File: config.mk
export PLATFORM = sky130hd
export DESIGN_NAME = sram_lane_ctrl
export DESIGN_NICKNAME = d
export VERILOG_FILES = /design/src/rtl/sram_lane_pkg.sv /design/src/rtl/sram_wait_timer.sv /design/src/rtl/sram_seq_fsm.sv /design/src/rtl/sram_bus_io.sv /design/src/rtl/sram_lane_ctrl.sv
export SDC_FILE = /design/constraint.sdc
export NUM_CORES = 1
export LEC_CHECK = 0
export ABC_AREA = 1
export BUFFER_PORTS_ARGS = -buffer_cell sky130_fd_sc_hd__buf_4
export CAP_MARGIN = 0
export CORE_MARGIN = 2
export CORE_UTILIZATION = 30
export CTS_BUF_LIST = sky130_fd_sc_hd__clkbuf_8 sky130_fd_sc_hd__clkbuf_16
export CTS_CLUSTER_DIAMETER = 200
export CTS_CLUSTER_SIZE = 8
export DETAILED_ROUTE_END_ITERATION = 16
export GPL_ROUTABILITY_DRIVEN = 0
export GPL_TIMING_DRIVEN = 0
export SLEW_MARGIN = 20
export SYNTH_ARGS = -nofsm -noshare
export SYNTH_HDL_FRONTEND = slang
export SYNTH_SLANG_ARGS = --single-unit
export TNS_END_PERCENT = 100
File: constraint.sdc
create_clock -name clk -period 1.8 [get_ports clk]
set_clock_uncertainty 0.2 [all_clocks]
set_input_delay 0 -clock clk [delete_from_list [all_inputs] [get_ports clk]]
set_output_delay 0 -clock clk [all_outputs]
set_load 0.005 [all_outputs]
File: src/rtl/sram_lane_pkg.sv
// Shared types for the byte-lane SRAM sequencer.
// Assumes: nothing beyond IEEE 1800-2017.
package sram_lane_pkg;
    typedef enum logic [2:0] {
        ST_IDLE   = 3'd0,
        ST_TURN   = 3'd1,
        ST_WPULSE = 3'd2,
        ST_WREC   = 3'd3,
        ST_READ   = 3'd4
    } seq_state_t;
endpackage

File: src/rtl/sram_wait_timer.sv
// Down-counter that measures the length of a sequencer phase.
// Assumes: loading N-1 makes the phase last N cycles; the count stops at zero.
module sram_wait_timer #(
    parameter int CNT_W = 4
) (
    input  logic             clk,
    input  logic             rst_n,
    input  logic             load,
    input  logic [CNT_W-1:0] load_val,
    output logic             expired
);
    logic [CNT_W-1:0] cnt_q;

    // Load on a phase start, otherwise count down to zero.
    always_ff @(posedge clk) begin
        if (!rst_n)          cnt_q <= '0;
        else if (load)       cnt_q <= load_val;
        else if (cnt_q != 0) cnt_q <= cnt_q - 1'b1;
    end

    assign expired = (cnt_q == '0);

    // Once expired, the timer stays expired until it is loaded again.
    assert_timer_stays_expired_R9: assert property (@(posedge clk) disable iff (!rst_n)
        (expired && !load) |=> expired);
endmodule

File: src/rtl/sram_seq_fsm.sv
// Phase sequencer: idle, turnaround, write pulse, write recovery, read.
// Assumes: every cycle count is at least 1; requests are taken only in idle.
module sram_seq_fsm
    import sram_lane_pkg::*;
#(
    parameter int RD_CYC    = 2,
    parameter int PULSE_CYC = 1,
    parameter int SETUP_CYC = 1,
    parameter int TURN_CYC  = 1,
    parameter int CNT_W     = 4
) (
    input  logic             clk,
    input  logic             rst_n,
    input  logic             host_req,
    input  logic             host_we,
    input  logic             expired,
    output seq_state_t       state,
    output logic             accept,
    output logic             capture,
    output logic             tmr_load,
    output logic [CNT_W-1:0] tmr_val,
    output logic             done
);
    localparam int WP_CYC = (PULSE_CYC > SETUP_CYC) ? PULSE_CYC : SETUP_CYC;
    localparam logic [CNT_W-1:0] RD_LD = CNT_W'(RD_CYC - 1);
    localparam logic [CNT_W-1:0] WP_LD = CNT_W'(WP_CYC - 1);
    localparam logic [CNT_W-1:0] TN_LD = CNT_W'(TURN_CYC - 1);

    seq_state_t state_q, state_d;
    logic       turn_pend_q, turn_pend_d;
    logic       done_q, done_d;

    // Next phase, timer load and completion decode.
    always_comb begin
        state_d     = state_q;
        turn_pend_d = turn_pend_q;
        accept      = 1'b0;
        capture     = 1'b0;
        tmr_load    = 1'b0;
        tmr_val     = '0;
        done_d      = 1'b0;
        unique case (state_q)
            ST_IDLE: if (host_req) begin
                accept   = 1'b1;
                tmr_load = 1'b1;
                if (!host_we) begin
                    state_d = ST_READ;
                    tmr_val = RD_LD;
                end else if (turn_pend_q) begin
                    state_d = ST_TURN;
                    tmr_val = TN_LD;
                end else begin
                    state_d = ST_WPULSE;
                    tmr_val = WP_LD;
                end
            end
            ST_TURN: if (expired) begin
                state_d     = ST_WPULSE;
                tmr_load    = 1'b1;
                tmr_val     = WP_LD;
                turn_pend_d = 1'b0;
            end
            ST_WPULSE: if (expired) state_d = ST_WREC;
            ST_WREC: begin
                state_d = ST_IDLE;
                done_d  = 1'b1;
            end
            ST_READ: if (expired) begin
                state_d     = ST_IDLE;
                capture     = 1'b1;
                done_d      = 1'b1;
                turn_pend_d = 1'b1;
            end
            default: state_d = ST_IDLE;
        endcase
    end

    // Phase, turnaround flag and done pulse registers.
    always_ff @(posedge clk) begin
        if (!rst_n) begin
            state_q     <= ST_IDLE;
            turn_pend_q <= 1'b0;
            done_q      <= 1'b0;
        end else begin
            state_q     <= state_d;
            turn_pend_q <= turn_pend_d;
            done_q      <= done_d;
        end
    end

    assign state = state_q;
    assign done  = done_q;

    // A completion pulse never lasts more than one cycle.
    assert_done_single_R9: assert property (@(posedge clk) disable iff (!rst_n)
        done_q |=> !done_q);
    // A completion pulse always lands in idle.
    assert_done_in_idle_R9: assert property (@(posedge clk) disable iff (!rst_n)
        done_q |-> (state_q == ST_IDLE));
endmodule

File: src/rtl/sram_bus_io.sv
// Request latch, memory pin decode and read-data capture.
// Assumes: pins decode from the registered phase; lanes are 8 bits wide.
module sram_bus_io
    import sram_lane_pkg::*;
#(
    parameter int ADDR_W = 18,
    parameter int DATA_W = 16,
    parameter int LANES  = DATA_W / 8
) (
    input  logic              clk,
    input  logic              rst_n,
    input  seq_state_t        state,
    input  logic              accept,
    input  logic              capture,
    input  logic [ADDR_W-1:0] host_addr,
    input  logic [DATA_W-1:0] host_wdata,
    input  logic [LANES-1:0]  host_mask,
    output logic [DATA_W-1:0] host_rdata,
    output logic [ADDR_W-1:0] mem_addr,
    output logic              mem_ce_n,
    output logic              mem_we_n,
    output logic              mem_oe_n,
    output logic [LANES-1:0]  mem_be_n,
    output logic [DATA_W-1:0] mem_dq_out,
    output logic              mem_dq_oe,
    input  logic [DATA_W-1:0] mem_dq_in
);
    logic [ADDR_W-1:0] addr_q;
    logic [DATA_W-1:0] wdata_q;
    logic [LANES-1:0]  mask_q;
    logic [DATA_W-1:0] rdata_q;
    logic              active;

    // Hold the accepted request for the whole operation.
    always_ff @(posedge clk) begin
        if (!rst_n) begin
            addr_q  <= '0;
            wdata_q <= '0;
            mask_q  <= '0;
        end else if (accept) begin
            addr_q  <= host_addr;
            wdata_q <= host_wdata;
            mask_q  <= host_mask;
        end
    end

    // Pin decode from the current phase.
    always_comb begin
        active     = (state == ST_WPULSE) || (state == ST_WREC) || (state == ST_READ);
        mem_ce_n   = !active;
        mem_we_n   = (state != ST_WPULSE);
        mem_oe_n   = (state != ST_READ);
        mem_dq_oe  = (state == ST_WPULSE) || (state == ST_WREC);
        mem_be_n   = active ? ~mask_q : '1;
    end

    // Per-lane read capture on the last read cycle; unselected lanes load zero.
    for (genvar g = 0; g < LANES; g++) begin : g_lane
        always_ff @(posedge clk) begin
            if (!rst_n)       rdata_q[g*8 +: 8] <= '0;
            else if (capture) rdata_q[g*8 +: 8] <= mask_q[g] ? mem_dq_in[g*8 +: 8] : 8'h00;
        end
    end

    assign mem_addr   = addr_q;
    assign mem_dq_out = wdata_q;
    assign host_rdata = rdata_q;

    // Address and data stay put from an active write strobe into the next cycle.
    assert_write_hold_R6: assert property (@(posedge clk) disable iff (!rst_n)
        !mem_we_n |=> ($stable(mem_addr) && $stable(mem_dq_out)));
    // Read data changes only at a capture.
    assert_rdata_held_R3: assert property (@(posedge clk) disable iff (!rst_n)
        !$past(capture) |-> $stable(host_rdata));
endmodule

File: src/rtl/sram_lane_ctrl.sv
// Top: host request port to asynchronous 16-bit byte-lane SRAM pins.
// Assumes: one request in flight; counts at least 1 and rounded up from the
// memory's limits at the clock period; the data driver is external.
module sram_lane_ctrl
    import sram_lane_pkg::*;
#(
    parameter int ADDR_W    = 18,
    parameter int DATA_W    = 16,
    parameter int RD_CYC    = 2,
    parameter int PULSE_CYC = 1,
    parameter int SETUP_CYC = 1,
    parameter int TURN_CYC  = 1
) (
    input  logic              clk,
    input  logic              rst_n,
    input  logic              host_req,
    input  logic              host_we,
    input  logic [ADDR_W-1:0] host_addr,
    input  logic [DATA_W-1:0] host_wdata,
    input  logic [1:0]        host_mask,
    output logic              host_ready,
    output logic              host_done,
    output logic [DATA_W-1:0] host_rdata,
    output logic [ADDR_W-1:0] mem_addr,
    output logic              mem_ce_n,
    output logic              mem_we_n,
    output logic              mem_oe_n,
    output logic              mem_lb_n,
    output logic              mem_ub_n,
    output logic [DATA_W-1:0] mem_dq_out,
    output logic              mem_dq_oe,
    input  logic [DATA_W-1:0] mem_dq_in
);
    localparam int MAX_A  = (RD_CYC > PULSE_CYC) ? RD_CYC : PULSE_CYC;
    localparam int MAX_B  = (SETUP_CYC > TURN_CYC) ? SETUP_CYC : TURN_CYC;
    localparam int MAX_C  = (MAX_A > MAX_B) ? MAX_A : MAX_B;
    localparam int CNT_W  = (MAX_C < 2) ? 1 : $clog2(MAX_C);

    seq_state_t       state;
    logic             accept, capture, tmr_load, expired;
    logic [CNT_W-1:0] tmr_val;
    logic [1:0]       be_n;

    sram_wait_timer #(.CNT_W(CNT_W)) u_timer (
        .clk(clk), .rst_n(rst_n), .load(tmr_load), .load_val(tmr_val), .expired(expired)
    );

    sram_seq_fsm #(
        .RD_CYC(RD_CYC), .PULSE_CYC(PULSE_CYC), .SETUP_CYC(SETUP_CYC),
        .TURN_CYC(TURN_CYC), .CNT_W(CNT_W)
    ) u_fsm (
        .clk(clk), .rst_n(rst_n), .host_req(host_req), .host_we(host_we),
        .expired(expired), .state(state), .accept(accept), .capture(capture),
        .tmr_load(tmr_load), .tmr_val(tmr_val), .done(host_done)
    );

    sram_bus_io #(.ADDR_W(ADDR_W), .DATA_W(DATA_W), .LANES(2)) u_io (
        .clk(clk), .rst_n(rst_n), .state(state), .accept(accept), .capture(capture),
        .host_addr(host_addr), .host_wdata(host_wdata), .host_mask(host_mask),
        .host_rdata(host_rdata), .mem_addr(mem_addr), .mem_ce_n(mem_ce_n),
        .mem_we_n(mem_we_n), .mem_oe_n(mem_oe_n), .mem_be_n(be_n),
        .mem_dq_out(mem_dq_out), .mem_dq_oe(mem_dq_oe), .mem_dq_in(mem_dq_in)
    );

    assign host_ready = (state == ST_IDLE);
    assign mem_lb_n   = be_n[0];
    assign mem_ub_n   = be_n[1];

    // The block never drives the bus while the memory may be driving it.
    assert_no_contention_R7: assert property (@(posedge clk) disable iff (!rst_n)
        !(mem_dq_oe && !mem_oe_n));
    // An active write strobe always has chip enable low and output enable high.
    assert_write_oe_high_R4: assert property (@(posedge clk) disable iff (!rst_n)
        !mem_we_n |-> (mem_oe_n && !mem_ce_n));
    // The driver turns on only at the start of a write pulse.
    assert_drive_starts_at_pulse_R6: assert property (@(posedge clk) disable iff (!rst_n)
        $rose(mem_dq_oe) |-> !mem_we_n);
    // Ready drops in the cycle after a request is taken.
    assert_busy_after_req_R9: assert property (@(posedge clk) disable iff (!rst_n)
        (host_ready && host_req) |=> !host_ready);
endmodule

* Word-level counts from Yosys, hierarchy flattened
Cells that the tools add are included.
** Operators by class
- $add $sub $neg :: 1
- Equal/unequal tests :: 10
- Multiplexer cells :: 24
- Bitwise operators :: 1
- Reduce and logical (&&, ||, !) cells :: 7
** Operators with widths (number)
- $mux W8 :: 2
- $mux W3 :: 5
- $pmux W3 S4 :: 1
- $mux W1 :: 11
- $ne A2 B2 Y1 const B :: 4
- $eq A3 B2 Y1 const B :: 2
- $pmux W1 S2 :: 3
- $mux W2 :: 2
- $reduce_and A4 Y1 :: 1
- $eq A3 B1 Y1 const B :: 1
- $eq A3 B3 Y1 const B :: 1
- $logic_not A3 Y1 :: 1
- $ne A3 B2 Y1 const B :: 1
- $ne A3 B3 Y1 const B :: 1
- $reduce_and A3 Y1 :: 1
- $logic_or A1 B1 Y1 :: 2
- $not A2 Y2 :: 1
- $reduce_bool A2 Y1 :: 1
- $logic_not A1 Y1 :: 1
- $sub A1 B1 Y1 const B :: 1
** Word-level totals
- Flip-flop bits (word level) :: 58
- Bits of input ports :: 56
- Word-level logic and storage cells :: 52

* Longest topological paths before layout
Gate-level depths: netlist (run 1).
- Word-level depth :: 4
- Mapped depth :: 8

* Cells and area by module
A second synthesis (run 1) with hierarchy kept.
** Second synthesis, totals
- Cells, all modules :: 302
- Area total of the unflattened synthesis :: 2339.7 um^2
** By module, submodules not included
- sram_bus_io :: instances 1, cells each 238, area each 1943.1 um^2
- sram_seq_fsm :: instances 1, cells each 55, area each 341.6 um^2
- sram_wait_timer :: instances 1, cells each 5, area each 37.5 um^2
- sram_lane_ctrl :: instances 1, cells each 4, area each 17.5 um^2

* Worst setup path before layout (run 1)
Ideal clock, no wire load.
- Kind :: register -> register
- Start point :: register u_fsm.state_q[1], in the netlist u_fsm.state[1]
- End point :: register u_io.rdata_q[0], in the netlist u_io.host_rdata[0]
- Arrival :: 1124 ps
- Required time :: 1465 ps
- Slack :: 341 ps
- Stages on the path, launching flop included :: 9
- Path buffers :: 2
- Path through :: dfxtp_1 > buf_2 > nor2_4 > nand2_2 > inv_2 > nand2_4 > buf_4 > nand2_1 > a21oi_1
** Between the ends
- Longest elaborated chain between the ends :: 2
** RTL lines
- start: declaration :: line sram_seq_fsm.sv:29 : seq_state_t state_q, state_d;
- start signal: assignment :: line sram_seq_fsm.sv:85 : state_q <= state_d;
- $eq A3 B3 Y1 :: line sram_seq_fsm.sv:42 : unique case (state_q)
- $mux W1 :: line sram_seq_fsm.sv:42
- end signal: indexed assignment :: line sram_bus_io.sv:61 : else if (capture) rdata_q[g*8 +: 8] <= mask_q[g] ? mem_dq_in[g*8 +: 8] : 8'h00;
- end: declaration :: line sram_bus_io.sv:31 : logic [DATA_W-1:0] rdata_q;
No other way between the ends.
A chain may end at the register's enable or synchronous reset.

* Worst setup path after layout (run 1)
- Start point :: register u_fsm.state_q[1], in the netlist u_fsm.state[1]
- End point :: output port host_ready
** Between the ends
- Longest elaborated chain between the ends :: 1
** RTL lines
- $logic_not A3 Y1 :: line sram_lane_ctrl.sv:65 : assign host_ready = (state == ST_IDLE);
- end: declaration :: line sram_lane_ctrl.sv:21 : output logic host_ready,
No other way between the ends.

==> results of run 1 <==
[cell families (layout without fill, tap and decap cells)]
group | count (synthesis) | count (layout) | share of synthesized area (%)
DFF | 58 | 58 | 49.3
AOI/OAI and AO/OA | 59 | 59 | 14.1
buffers and inverters | 33 | 219 | 6.81
and+or+nand+nor | 140 | 140 | 29.7
[worst max-delay path, stage by stage (launching register included)]
cell and delay, ns:
dfxtp_1 0.30, clkbuf_4 0.17, nor2_4 0.17, inv_2 0.06
nor2_4 0.15, buf_4 0.21, buf_4 0.13
[worst min-delay path by stage]
| stage | to | slack (ns) | cells past startpoint |
|---|---|---|---|
| 6_report | u_io.mem_dq_out[1] | 0.02 | 4 |
| 5_1_grt | u_io.mem_addr[11] | 0.06 | 4 |
| 4_1_cts | u_io.mem_addr[11] | 0.01 | 4 |
| 3_5_place_dp | u_fsm.state[1] | 0.05 | 3 |
| 3_3_place_gp | u_fsm.state[1] | 0.05 | 3 |
| 2_1_floorplan | u_fsm.state[1] | -0.08 | 2 |
[power by group]
group	internal, uW	switching [uW]
clock	654	495
sequential	1410	75.7
combinational	579	608
[cell type report]
| type | instances | share of cell area, % |
|---|---|---|
| Inverter | 10 | 1.03 |
| Tap cell | 102 | 3.09 |
| Buffer | 23 | 3.24 |
| Clock buffer | 10 | 3.34 |
| Multi-Input combinational cell | 199 | 25.2 |
| Sequential cell | 58 | 28.2 |
| Clock inverter | 5 | 1.15 |
| Timing Repair Buffer | 171 | 34.7 |
[Yosys cell counts]
master | count | area (um2)
buf_6 | 2 | 22.5
buf_4 | 3 | 22.5
nand4_1 | 16 | 100
nor2_4 | 2 | 22.5
nand3_1 | 34 | 170
nand2_1 | 66 | 248
dfxtp_1 | 58 | 1160
a21oi_1 | 46 | 230
clkinv_1 | 1 | 3.75
o21ai_0 | 3 | 15.0
nand2_4 | 1 | 11.3
buf_2 | 8 | 40.0
a21oi_2 | 10 | 87.6
nand3_2 | 10 | 100
nor3_1 | 1 | 5.00
inv_2 | 2 | 7.51
nand2_2 | 2 | 12.5
inv_1 | 7 | 26.3
clkbuf_1 | 10 | 37.5
nor2_1 | 8 | 30.0
[registers in the layout, summed over array words and instances (netlist names)]
register           count
u_io.host_rdata       16
u_timer.cnt_q          1
u_fsm.done             1
u_fsm.state            3
u_io.mem_addr         18
u_fsm.turn_pend_q      1
u_io.mem_dq_out       16
u_io.mask_q            2
[through the flow]
stage,hold slack [ns],cells
final,0.0200,578
after global routing,0.0600,578
after detailed placement,0.0524,505
after global placement,0.0459,505
after CTS,0.0111,575
after floorplan,-0.0793,290
[cell usage in the layout, fill, tap and decap left out, drive strengths merged]
cell	synthesis	routed
nand4	16	16
nand3	44	44
dfxtp	58	58
clkinv	1	4
inv	9	10
dlygate4sd3	0	55
buf	13	127
o21ai	3	3
clkbuf	10	22
nor2	10	10
nor3	1	1
bufinv	0	1
a21oi	56	56
nand2	69	69
[per-layer routing]
| layer | share of wire [%] | wire [um] |
|---|---|---|
| met4 | 2.1 | 166 |
| met3 | 5.9 | 456 |
| met1 | 45 | 3480 |
| met5 | 0 | 0 |
| met2 | 47 | 3630 |
[what timing repair did]
item / 4_1_cts / 5_1_grt
endpoints found under the hold margin: 56 / 0
endpoints found under the setup margin: 0 / 10
gates resized for setup: 0 / 12
setup buffers: 0 / 3
hold buffers: 55 / 0
==> impl_metrics.csv, run 1 <==
group,metric,value,unit
power_and_ir_drop,ir_worst_vdd,0.475,mV
timing,final_hold_viol_count,0,
timing,finalCritPeriodShare,94.7,%
yosys,syn_avg_cell_area,8.12,um2
setup_path,setup.worst_path.end_class,"primary output",
worst_hold_path,hp-start,"rst_n",
yosys,ys_types,20,
cts,h-tree-depth,3,
setup_path,timing.critical_path.to,"host_ready",
timing,relSlewSlack,52.2,%
power_and_ir_drop,p_leak,0.00178,uW
worst_hold_path,hold_class,"input port to register",
finish,fillers,717,
finish,drive_gt1_share,36.1,%
die,die_h,92.6,um
setup_path,r2r_cells,8,
finish,ff_latch_area,1160,um2
finish,fin_nets,528,
placement,port-buffer-count,113,
power_and_ir_drop,power,3820,uW
die,dieArea,8570,um2
detailed_routing,drcViolationCount,0,
power_and_ir_drop,power.density,926,nW/um2
detailed_routing,finalWirelength,7.73,mm
finish,fin_util,54.0,%
outcome,status,"finished clean",
timing,setup_slack,0.0956,ns
timing,worstMarginPinSlew,0.717,ns
job,maxCapViolations,0,
cts,cts_tree,"built",
detailed_routing,drt-vias-per-instance,4.61,
yosys,postSynthCellCount,290,
setup_path,arrival,1.50,ns
detailed_routing,antenna_left,0,
finish,final_cell_area,4130,um2
setup_path,rr_startpoint,"u_fsm.state[1]",
global_routing,grt_util_met2,30.7,%
setup_path,r2r_slack,0.13,ns
cts,clkLatencyLatePin,0.33,ns
setup_path,crit_required,1.60,ns
cts,clock_path_buffers,2,
timing,fin_setup_tns,0,ns
global_routing,gr-max-usage-layer,"met2",
setup_path,worst_setup_path_start_kind,"register",
detailed_routing,drt_iter0_markers,94,
yosys,syn-num-nets,346,
global_routing,grt_pass1_vias,2641,
die,coreArea,7650,um2
placement,dp_hpwl,5.11,mm
placement,placed_area,3330,um2
global_routing,overflow,0,
detailed_routing,wire_per_inst,13.4,um
die,initial_core_util,30.8,%
global_routing,groute.layer.met1.usage,22.5,%
cts,cts.sinks,58,
finish,diodes,0,
yosys,ys_seq_area_share,49.3,%
timing,setup_violations,0,
cts,path_clk_slew,0.06,ns
global_routing,antenna_found_initial,0,
global_routing,grtUsageTotal,18.3,%
global_routing,grt_max_degree,11,
timing,clock.fmax,0.587,GHz
die,ios,114,
cts,cts_root_buf,"clkbuf_8",
setup_path,reg2reg_to,"u_io.mem_dq_out[11]",
timing,rsz0062_at_grt,"yes",
cts,numCtsBuffers,9,
yosys,synth_area,2350,um2
placement,place_ws,0.131,ns
finish,area_growth,75.3,%
die,die_width,92.6,um
setup_path,crit_fanout,10,
die,rows,32,
timing,min_period,1.70,ns
setup_path,cp-startpoint,"u_fsm.state[1]",
detailed_routing,vias,2663,
yosys,synth-seq-cells,58,
setup_path,critical_path_class,"register to primary output",
global_routing,grt_pass1_wl,12.4,mm
timing,slew_violations,0,
detailed_routing,first_pass_iters,4,
global_routing,use_met3,4.23,%
finish,multi_input_area,1040,um2
yosys,yosysWarnings,0,
Power figures use the tool's default switching activity.
==> run 2: changes to the inputs <==
--- a/config.mk
+++ b/config.mk
@@ -5,7 +5,6 @@
 export SDC_FILE = /design/constraint.sdc
 export NUM_CORES = 1
 export LEC_CHECK = 0
-export ABC_AREA = 1
 export BUFFER_PORTS_ARGS = -buffer_cell sky130_fd_sc_hd__buf_4
 export CAP_MARGIN = 0
 export CORE_MARGIN = 2
==> run 2 against run 1 <==
Against the previous run: via count down 7.1%; sequential power down 5%; cell count down 3.6%; critical path depth down 1; total power down 16%; clock-buffer cell count down 1; hold slack better by 0.042 ns; die area down 2.4%; fmax down 0.82%.
==> impl_metrics.csv, run 2 <==
group,metric,value,unit
power_and_ir_drop,ir_worst_vdd,0.566,mV
global_routing,overflow,0,
setup_path,crit_fanout,10,
timing,fin_setup_tns,0,ns
detailed_routing,drcViolationCount,0,
yosys,syn-num-nets,328,
finish,area_growth,75.9,%
die,die_h,91.4,um
timing,finalCritPeriodShare,95.5,%
detailed_routing,vias,2475,
power_and_ir_drop,power,3210,uW
detailed_routing,finalWirelength,7.00,mm
detailed_routing,first_pass_iters,4,
detailed_routing,drt-vias-per-instance,4.44,
cts,h-tree-depth,3,
global_routing,antenna_found_initial,0,
job,maxCapViolations,0,
worst_hold_path,hold_class,"input port to register",
finish,final_cell_area,4040,um2
finish,fin_util,55.0,%
setup_path,r2r_cells,5,
yosys,synth-seq-cells,58,
timing,min_period,1.72,ns
yosys,post-synth-top-area-cell,"dfxtp_1",
timing,slew_violations,0,
placement,dp_hpwl,4.60,mm
global_routing,grt_pass1_vias,2509,
setup_path,rr_startpoint,"u_fsm.state[2]",
finish,layout_common_cells,"buf_4, nand2_1, dfxtp_1, dlygate4sd3_1, a21oi_1",
global_routing,grtUsageTotal,16.9,%
die,initial_core_util,31.3,%
timing,worstMarginPinSlew,0.580,ns
yosys,synth_top_flop_cell,"dfxtp_1",
yosys,yosysMostFrequentCell,"nand2_1",
global_routing,grt_pass1_wl,11.4,mm
power_and_ir_drop,power.density,796,nW/um2
detailed_routing,wire_per_inst,12.6,um
setup_path,arrival,1.72,ns
finish,drive_gt1_share,37.8,%
setup_path,cp-startpoint,"u_fsm.state[2]",
global_routing,grt_max_degree,11,
yosys,yosysWarnings,0,
detailed_routing,antenna_left,0,
timing,relSlewSlack,61.4,%
finish,ff_latch_area,1160,um2
cts,cts.sinks,58,
yosys,synthTopCellsByCount,"nand2_1, dfxtp_1, a21oi_1",
setup_path,worst_setup_path_start_kind,"register",
cts,clkLatencyLatePin,0.34,ns
cts,path_clk_slew,0.07,ns
cts,clock_path_buffers,2,
setup_path,critical_path_class,"register to register",
yosys,yosys-top-cells-area,"dfxtp_1, nand2_1, a21oi_1",
setup_path,crit_required,1.80,ns
die,ios,114,
yosys,ys_seq_area_share,50.6,%
cts,numCtsBuffers,9,
placement,placed_area,3270,um2
timing,setup_violations,0,
die,dieArea,8360,um2
finish,fillers,682,
placement,port-buffer-count,113,
yosys,synth_enable_flop_cells,0,
yosys,syn_avg_cell_area,8.43,um2
finish,diodes,0,
yosys,postSynthCellCount,272,
setup_path,r2r_slack,0.08,ns
outcome,status,"finished clean",
die,die_width,91.4,um
yosys,synth_top_area_share,50.6,%
worst_hold_path,min_delay_path_depth,4,
finish,multi_input_area,997,um2
timing,final_hold_viol_count,0,
finish,finalNonFillerCells,557,
finish,layout_commonest_cell,"buf_4",
cts,cts_root_buf,"clkbuf_8",
yosys,ys_types,26,
power_and_ir_drop,p_leak,0.00175,uW
cts,cts_tree,"built",
yosys,synth_area,2290,um2
die,coreArea,7330,um2
finish,fin_nets,509,
setup_path,setup.worst_path.end_class,"register",
yosys,async_flop_share,0,%
timing,clock.fmax,0.582,GHz
detailed_routing,drt_iter0_markers,126,
finish,largest_register_ffs,18,
timing,rsz0062_at_grt,"no",
setup_path,reg2reg_to,"u_io.mem_dq_out[2]",
setup_path,timing.critical_path.to,"u_io.mem_dq_out[2]",
die,rows,31,
placement,dp_cells,484,
==> run 2: cell count changes in the layout (fill, tap and decap cells not counted), sizes merged, moves of 7 or more <==
cell | before | now
nand2 | 69 | 94
nand3 | 44 | 17
nor2 | 10 | 3
nand4 | 16 | 0
o21ai | 3 | 19
a21oi | 56 | 40
==> run 2: critical path: stages, from the launching register on <==
cell     delay, ns
dfxtp_1       0.35
or4b_1        0.55
buf_4         0.20
buf_6         0.15
nand2_1       0.07
a21oi_1       0.07
==> run 2: cell type report <==
type                       count  share of cell area [%]
buffer                        22                    3.53
clock buffer                   9                    3.07
clock inverter                 7                    1.55
inverter                       3                   0.279
multi-input combinational    189                    24.7
sequential                    58                    28.8
tap                           99                    3.07
timing repair buffer         170                    35.0
==> run 2: power by group <==
part	internal (uW)	total (uW)	switching (uW)
registers	1360	1410	45.9
logic	366	651	284
clock network	624	1150	531
==> run 2: metal layers <==
layer / share of wire (%) / GRT usage (%) / vias to the layer above
met2: 48 / 28.1 / 82
met5: 0 / 0 / -
met1: 44 / 20.0 / 1123
met3: 7.6 / 6.97 / 7
met4: 0.74 / 4.42 / 0
li1: - / - / 1263
==> run 2: per-stage QoR <==
step / hold WS, ns / setup slack, ns
3_5_place_dp: 0.0522 / 0.0606
2_1_floorplan: -0.0640 / 0.218
3_3_place_gp: 0.0475 / 0.0668
4_1_cts: 0.0682 / 0.0156
5_1_grt: 0.110 / 0.00727
6_report: 0.0619 / 0.0814
==> run 2: cell families after synthesis <==
kind of cell / after synthesis / share of synthesized area [%]
AO/OA/AOI/OAI: 62 / 16.7
buffers and inverters: 25 / 6.33
flip-flops: 58 / 50.6
AND/OR/NAND/NOR: 127 / 26.4
==> run 2: how the worst min path moves through the flow <==
stage / startpoint / to / slack [ns]
6_report: rst_n / u_io.mem_dq_out[3] / 0.06
3_3_place_gp: host_addr[9] / u_io.mem_addr[9] / 0.05
3_5_place_dp: mem_dq_in[11] / u_io.host_rdata[11] / 0.05
2_1_floorplan: host_mask[0] / u_io.mask_q[0] / -0.06
5_1_grt: rst_n / u_io.mem_addr[1] / 0.11
4_1_cts: rst_n / u_fsm.done / 0.07
==> run 2: what timing repair did <==
item                                   CTS  global route
pin swaps                                0             1
endpoints found under the hold margin   56             0
gates resized for setup                  4             8
hold buffers                            54             0
cloned                                   0             0
setup endpoints to repair                3            32
buffers inserted                         0             3
